[config.mk]
export PLATFORM = sky130hd
export DESIGN_NAME = flash_addr_decode
export DESIGN_NICKNAME = d
export VERILOG_FILES = /design/src/rtl/flash_addr_decode_pkg.sv /design/src/rtl/flash_addr_decode_dp.sv /design/src/rtl/flash_addr_decode_ctrl.sv /design/src/rtl/flash_addr_decode.sv
export SDC_FILE = /design/constraint.sdc
export NUM_CORES = 1
export LEC_CHECK = 0
export BUFFER_PORTS_ARGS = -buffer_cell sky130_fd_sc_hd__buf_2
export CAP_MARGIN = 25
export CORE_MARGIN = 5
export CORE_UTILIZATION = 42
export CTS_BUF_LIST = sky130_fd_sc_hd__clkbuf_4 sky130_fd_sc_hd__clkbuf_8 sky130_fd_sc_hd__clkbuf_16
export DETAILED_ROUTE_END_ITERATION = 10
export PLACE_DENSITY = 0.83
export SLEW_MARGIN = 20
export SYNTH_ARGS = -nofsm -noshare
export SYNTH_HDL_FRONTEND = slang
export SYNTH_SLANG_ARGS = --single-unit
[constraint.sdc]
create_clock -name clk -period 4.8 [get_ports clk]
set_clock_uncertainty 0.05 [all_clocks]
set_input_delay 0.72 -clock clk [delete_from_list [all_inputs] [get_ports clk]]
set_output_delay 0.72 -clock clk [all_outputs]
set_load 0.02 [all_outputs]
[src/rtl/flash_addr_decode_pkg.sv]
package flash_addr_decode_pkg;

  typedef struct packed {
    logic capture;
    logic clear;
  } dcStrobe_t;

  typedef struct packed {
    logic hit;
    logic blocked;
  } dcStatus_t;

  typedef enum logic [1:0] {
    ST_IDLE = 2'd0,
    ST_LIVE = 2'd1,
    ST_SKIP = 2'd2
  } dcState_t;

  // Field value a part with this strap expects in the select bits.
  function automatic logic [3:0] expectedField(input logic [3:0] strap, input logic fromTop);
    return fromTop ? ~strap : {strap[3:1], ~strap[0]};
  endfunction

endpackage

[src/rtl/flash_addr_decode_dp.sv]
module flash_addr_decode_dp
  import flash_addr_decode_pkg::*;
#(
  parameter int ADDR_W    = 32,
  parameter int ID_W      = 4,
  parameter int OFF_W     = 19,
  parameter int BOOT_LSB  = 16
) (
  input  logic              clk,
  input  logic              rstN,
  input  dcStrobe_t         strobe,
  input  logic [ADDR_W-1:0] addr,
  input  logic              isWrite,
  input  logic [ID_W-1:0]   strapId,
  input  logic              mapTop,
  input  logic              chipWpN,
  input  logic              bootWpN,
  output dcStatus_t         status,
  output logic              memSpace,
  output logic [OFF_W-1:0]  byteOffset,
  output logic              writeOk
);

  localparam int WIN_BIT  = OFF_W + ID_W;
  localparam int HI_W     = ADDR_W - WIN_BIT - 1;
  localparam int BOOT_W   = OFF_W - BOOT_LSB;

  logic [ID_W-1:0]  fieldVal;
  logic [ID_W-1:0]  wantVal;
  logic             upperOk;
  logic             isMem;
  logic             inBoot;
  logic             allow;
  logic             hitNow;

  assign fieldVal = addr[WIN_BIT-1:OFF_W];
  assign wantVal  = expectedField(strapId, mapTop);
  assign upperOk  = !mapTop || (addr[ADDR_W-1:WIN_BIT+1] == {HI_W{1'b1}});
  assign hitNow   = upperOk && (fieldVal == wantVal);
  assign isMem    = addr[WIN_BIT];
  assign inBoot   = addr[OFF_W-1:BOOT_LSB] == {BOOT_W{1'b1}};

  always_comb begin
    if (!isMem)      allow = 1'b1;
    else if (inBoot) allow = bootWpN;
    else             allow = chipWpN;
  end

  assign status.hit     = hitNow;
  assign status.blocked = hitNow && isWrite && !allow;

  always_ff @(posedge clk) begin
    if (!rstN) begin
      memSpace   <= 1'b0;
      byteOffset <= '0;
      writeOk    <= 1'b0;
    end else if (strobe.capture) begin
      memSpace   <= hitNow && isMem;
      byteOffset <= hitNow ? addr[OFF_W-1:0] : '0;
      writeOk    <= hitNow && isWrite && allow;
    end else if (strobe.clear) begin
      memSpace   <= 1'b0;
      byteOffset <= '0;
      writeOk    <= 1'b0;
    end
  end

endmodule

[src/rtl/flash_addr_decode_ctrl.sv]
module flash_addr_decode_ctrl
  import flash_addr_decode_pkg::*;
(
  input  logic      clk,
  input  logic      rstN,
  input  logic      addrValid,
  input  logic      cycleEnd,
  input  dcStatus_t status,
  output dcStrobe_t strobe,
  output logic      selected,
  output logic      writeReject
);

  dcState_t stateQ;
  dcState_t stateD;

  assign strobe.capture = addrValid;
  assign strobe.clear   = cycleEnd && !addrValid;

  always_comb begin
    stateD = stateQ;
    if (strobe.capture)    stateD = status.hit ? ST_LIVE : ST_SKIP;
    else if (strobe.clear) stateD = ST_IDLE;
  end

  always_ff @(posedge clk) begin
    if (!rstN) begin
      stateQ      <= ST_IDLE;
      writeReject <= 1'b0;
    end else begin
      stateQ      <= stateD;
      writeReject <= strobe.capture && status.blocked;
    end
  end

  assign selected = (stateQ == ST_LIVE);

endmodule

[src/rtl/flash_addr_decode.sv]
module flash_addr_decode
  import flash_addr_decode_pkg::*;
#(
  parameter int ADDR_W   = 32,
  parameter int ID_W     = 4,
  parameter int OFF_W    = 19,
  parameter int BOOT_LSB = 16
) (
  input  logic              clk,
  input  logic              rstN,
  input  logic              addrValid,
  input  logic              cycleEnd,
  input  logic [ADDR_W-1:0] addr,
  input  logic              isWrite,
  input  logic [ID_W-1:0]   strapId,
  input  logic              mapTop,
  input  logic              chipWpN,
  input  logic              bootWpN,
  output logic              selected,
  output logic              memSpace,
  output logic [OFF_W-1:0]  byteOffset,
  output logic              writeOk,
  output logic              writeReject
);

  dcStrobe_t strobe;
  dcStatus_t status;

  flash_addr_decode_ctrl u_ctrl (
    .clk         (clk),
    .rstN        (rstN),
    .addrValid   (addrValid),
    .cycleEnd    (cycleEnd),
    .status      (status),
    .strobe      (strobe),
    .selected    (selected),
    .writeReject (writeReject)
  );

  flash_addr_decode_dp #(
    .ADDR_W   (ADDR_W),
    .ID_W     (ID_W),
    .OFF_W    (OFF_W),
    .BOOT_LSB (BOOT_LSB)
  ) u_dp (
    .clk        (clk),
    .rstN       (rstN),
    .strobe     (strobe),
    .addr       (addr),
    .isWrite    (isWrite),
    .strapId    (strapId),
    .mapTop     (mapTop),
    .chipWpN    (chipWpN),
    .bootWpN    (bootWpN),
    .status     (status),
    .memSpace   (memSpace),
    .byteOffset (byteOffset),
    .writeOk    (writeOk)
  );

endmodule

### Word level (Yosys, flattened, before mapping)

Cells that the tools add are included.

* register bits after elaboration: 24
* input port bits: 44
* output and inout bits: 23
* word-level logic and storage cells: 35

* equal/unequal tests: 4
* mux-type cells: 12
* bitwise operators: 2
* reduce and logical (&&, ||, !) cells: 12

Operator list (count)
* $mux 19: 3
* $eq 8x8->1 const B: 1
* $logic_and 1x1->1: 7
* $mux 2: 3
* $mux 1: 5
* $eq 4x4->1: 1
* $mux 4: 1
* $not 4->4: 1
* $eq 3x3->1 const B: 1
* $logic_not 1->1: 3
* $eq 2x1->1 const B: 1
* $reduce_bool 2->1: 1
* $logic_or 1x1->1: 1
* $not 1->1: 1

### Logic depth before layout (Yosys ltp)

* word-level depth: 7
* gate-level depth with buffers: 5
* gate-level depth less buffers: 4

### Hierarchy

From an unflattened synthesis, not the netlist that was laid out.

* cells, all modules: 80
* area total of the unflattened synthesis: 924.6 µm²

Modules (own cells, without submodules)
* flash_addr_decode_dp: times used 1, cells an instance 68, area each 797.0 µm², seq. area each 420.4 µm²
* flash_addr_decode_ctrl: times used 1, cells an instance 12, area each 127.6 µm², seq. area each 60.1 µm²

### Worst setup path before layout

OpenSTA, ideal clock, no wires.

* path kind: input port to flip-flop
* start point: input strapId[3]
* end point: register u_dp.byteOffset[10]
* setup time: 58 ps
* arrival: 1980 ps
* required time: 4692 ps
* setup slack: 2712 ps
* stages: 5
* buffers on the path: 1
* cell sequence: xor2_1 -> or3_2 -> a221oi_4 -> buf_6 -> a22o_2

* word-level cells in the longest chain between the ends: 6

RTL lines
* start: declaration: RTL line flash_addr_decode.sv:15 `input logic [ID_W-1:0] strapId,`
* $not 4->4: RTL line flash_addr_decode_pkg.sv:21 `return fromTop ? ~strap : {strap[3:1], ~strap[0]};`
* $mux 4 *: RTL line flash_addr_decode_pkg.sv:21
* $eq 4x4->1 *: RTL line flash_addr_decode_dp.sv:39 `assign hitNow = upperOk && (fieldVal == wantVal);`
* $logic_and 1x1->1 *: RTL line flash_addr_decode_dp.sv:39
* $mux 19 *: RTL line flash_addr_decode_dp.sv:59 `byteOffset <= hitNow ? addr[OFF_W-1:0] : '0;`
* $mux 19 *: RTL line flash_addr_decode_dp.sv:57 `end else if (strobe.capture) begin`
* end signal: assignment: RTL line flash_addr_decode_dp.sv:59
* end: declaration: RTL line flash_addr_decode_dp.sv:20 `output logic [OFF_W-1:0] byteOffset,`

Mark *: on every way between the ends. The rest lies on a longest branch, timed or not.
A chain may end at the register's enable or synchronous reset.

### Worst setup path after layout

* start point: input strapId[1]
* end point: register u_dp.byteOffset[12]

Same word-level chain as after synthesis.

==> impl_metrics.tcl <==
set metrics [dict create \
    rsz0062_at_grt "no" \
    leakage_nw 0.679 \
    endpoint_kind "flip-flop" \
    synth_area_um2 923 \
    slowest_delay_ns 0.79 \
    cellPowerDensity_nw_per_um2 289 \
    synth_edf_count 0 \
    synth.avg_cell_area_um2 12.0 \
    setup_viol 0 \
    power_w 0.000382 \
    maxSlewHeadroom_pct 42.8 \
    ant_nets 0 \
    nets 188 \
    drv_cap 0 \
    cp_data_arrival_time_ns 2.54 \
    finalHoldViolCount 0 \
    post_cts_resized 0 \
    grt_max_degree 23 \
    cp_num_buf_inv 1 \
    cts_buffers 3 \
    regToRegEndpoint "u_ctrl.stateQ[1]" \
    gp_congestion 0.740 \
    synth_common_cells "dfxtp_1, a22o_2, a22o_1" \
    fp.dieW_um 56.9 \
    die_h_um 56.9 \
    coreArea_um2 2150 \
    clkTransAtPathRegs_ns 0.12 \
    cpLargestDelayFamily "compound AO/OA/AOI/OAI gates" \
    htree_levels 1 \
    vias_per_cell 5.20 \
    synth_most_common_cell "dfxtp_1" \
    core.rowCount 17 \
    worstMarginPinSlew_ns 0.857 \
    synth_fp_nets 121 \
    synth_area_leader_cell "dfxtp_1" \
    whs_ns 0.428 \
    p_clk_share_pct 37.0 \
    ctsHoldBuffers 0 \
    cp_num_cells 5 \
    outcome "complete, no violations" \
    portBuffers 66 \
    pwr-share-comb_pct 10.1 \
    cts_sinks 24 \
    ios 67 \
    fmax_mhz 427 \
    reg2reg_depth 3 \
    cts_buffer_depth 2 \
    grt_first_pass_wirelength_mm 4.04 \
    fin_crit_ns 2.34 \
    start_util_pct 43.0 \
    synthTopCellsByArea "dfxtp_1, a22o_2, a22o_1" \
    yosysSeqAreaShare_pct 52.0 \
    cpMaxStageDelayCell "a221oi_4" \
    avgRoutedWirePerCell_um 14.5 \
    fill_cells 188 \
    die-area_um2 3240 \
    startpoint_type "input port" \
    cts_tree "done" \
    cts_root_buf "clkbuf_4" \
    post_cts_buffers 0 \
    final_area_um2 1320 \
    timing.rr.start "u_ctrl.stateQ[1]" \
    drc_errors 0 \
    hp-start "u_dp.writeOk" \
    vdd_drop_max_uv 167 \
    drt_iter0_drc 18 \
    crit_chain "buf_2 -> xnor2_1 -> or4_4 -> a221oi_4 -> a22o_2" \
    finalWirelength_mm 2.48 \
    critPathRequiredTime_ns 5.00 \
    power_frac_seq_pct 52.9 \
    placed_cells 167 \
    period_share_pct 48.8 \
    synth_flop_cell "dfxtp_1" \
    n_antenna_cell 0 \
    r2r_setup_slack_ns 4.01 \
    grtUsageTotal_pct 15.6 \
    drive_above_1_share_pct 63.6 \
    netlist.area_leader.share_pct 52.0 \
    switchingPower_w 0.0000764 \
    yosys_warnings 0 \
    crit_path_max_fanout 21 \
    syn_to_final_growth_pct 43.2 \
    min_path_cells 2 \
    antenna_found_initial 0 \
    synth_cell_types 25 \
    synthCells 77 \
    async_reset_ff_share_pct 0 \
    p_sw_share_pct 20.0 \
    grt_overflow 0 \
    vias 889 \
    first_global_vias 945 \
    firstDrtPassIters 4 \
    slew_violations 0 \
    clock_latency_ns 0.31 \
    hold_end "u_dp.writeOk" \
    hold_class "reg2reg" \
    ys_ff_latch 24 \
    crit_type "in2reg" \
    fin_cells 171 \
    internal_power_w 0.000305 \
    fin_setup_tns_ns 0 \
    dpl_cell_area_um2 1270 \
]
==> worst min-delay path, stage by stage, from the launching register on <==
cell     delay (ns)
dfxtp_1        0.33
nand2_1        0.06
o31ai_1        0.06
==> final cells by class <==
cell class | instances | area [um^2] | area share (%)
timing repair buffer | 66 | 330 | 25.0
sequential | 24 | 480 | 36.3
clock buffer | 3 | 22.5 | 1.70
clock inverter | 1 | 30.0 | 2.27
tap | 28 | 35.0 | 2.65
multi-input combinational | 49 | 424 | 32.1
==> sequential cells by signal, summed over array words and instances (netlist names) <==
register,count
u_ctrl.stateQ,2
u_ctrl.writeReject,1
u_dp.writeOk,1
u_dp.memSpace,1
u_dp.byteOffset,19
==> placed cells by master (no fill, tap or decap) <==
| cell type | Yosys | final |
|---|---|---|
| buf_2 | 0 | 66 |
| dfxtp_1 | 24 | 24 |
| a22o_2 | 14 | 14 |
| a22o_1 | 6 | 6 |
| nand2_1 | 4 | 4 |
| nand3_1 | 4 | 4 |
| xor2_1 | 3 | 3 |
| clkbuf_4 | 0 | 3 |
| nor2b_1 | 2 | 2 |
| nand4_1 | 1 | 1 |
| xnor2_1 | 1 | 1 |
| or4_4 | 1 | 1 |
| or2b_2 | 1 | 1 |
| or3_2 | 1 | 1 |
| a221oi_1 | 1 | 1 |
| o21ai_0 | 1 | 1 |
| nor2_1 | 1 | 1 |
| a221oi_4 | 1 | 1 |
| nor3b_4 | 0 | 1 |
| a21o_2 | 1 | 1 |
| mux2i_1 | 1 | 1 |
| and2_1 | 1 | 1 |
| and4_1 | 1 | 1 |
| a221o_2 | 1 | 1 |
| o31ai_1 | 1 | 1 |
| bufinv_16 | 0 | 1 |
==> worst max-delay path by stage <==
stage               start             endpoint  slack [ns]
2_1_floorplan  strapId[3]  u_dp.byteOffset[10]        2.71
5_1_grt            mapTop  u_dp.byteOffset[12]        2.36
4_1_cts          addr[20]  u_dp.byteOffset[12]        2.45
3_3_place_gp     addr[20]  u_dp.byteOffset[15]        2.18
3_5_place_dp     addr[20]   u_dp.byteOffset[5]        2.16
6_report       strapId[1]  u_dp.byteOffset[12]        2.46
==> metrics by stage <==
step / utilization [%] / worst slack (ns)
after floorplan: - / 2.71
after global placement: 58.8 / 2.18
after detailed placement: 59.1 / 2.16
after CTS: 61.6 / 2.45
after global routing: 61.6 / 2.36
final: 61.6 / 2.46
==> kinds of logic after synthesis <==
group | after synthesis | synth area share, %
multiplexers | 1 | 1.08
flip-flops | 24 | 52.0
AO/OA/AOI/OAI | 26 | 28.2
AND/OR/NAND/NOR | 18 | 11.7
buffers and inverters | 4 | 3.25
XOR/XNOR | 4 | 3.79
==> per-layer routing <==
metal	GRT usage (%)	vias up	wire length [um]
li1	-	426	-
met1	15.5	422	899
met2	28.9	37	1340
met3	5.06	4	202
met4	6.95	0	41
met5	0	-	0
==> power by group through the flow <==
stage	Clock, W	Combinational, W	Sequential, W
final	0.000141	0.0000386	0.000202
after global routing	0.000159	0.0000419	0.000202
after CTS	0.000145	0.0000389	0.000202
after detailed placement	0	0.0000386	0.000206
after global placement	0	0.0000364	0.000206
after floorplan	0	0.0000139	0.000207
Note: power is estimated with default switching activity, not from simulation.
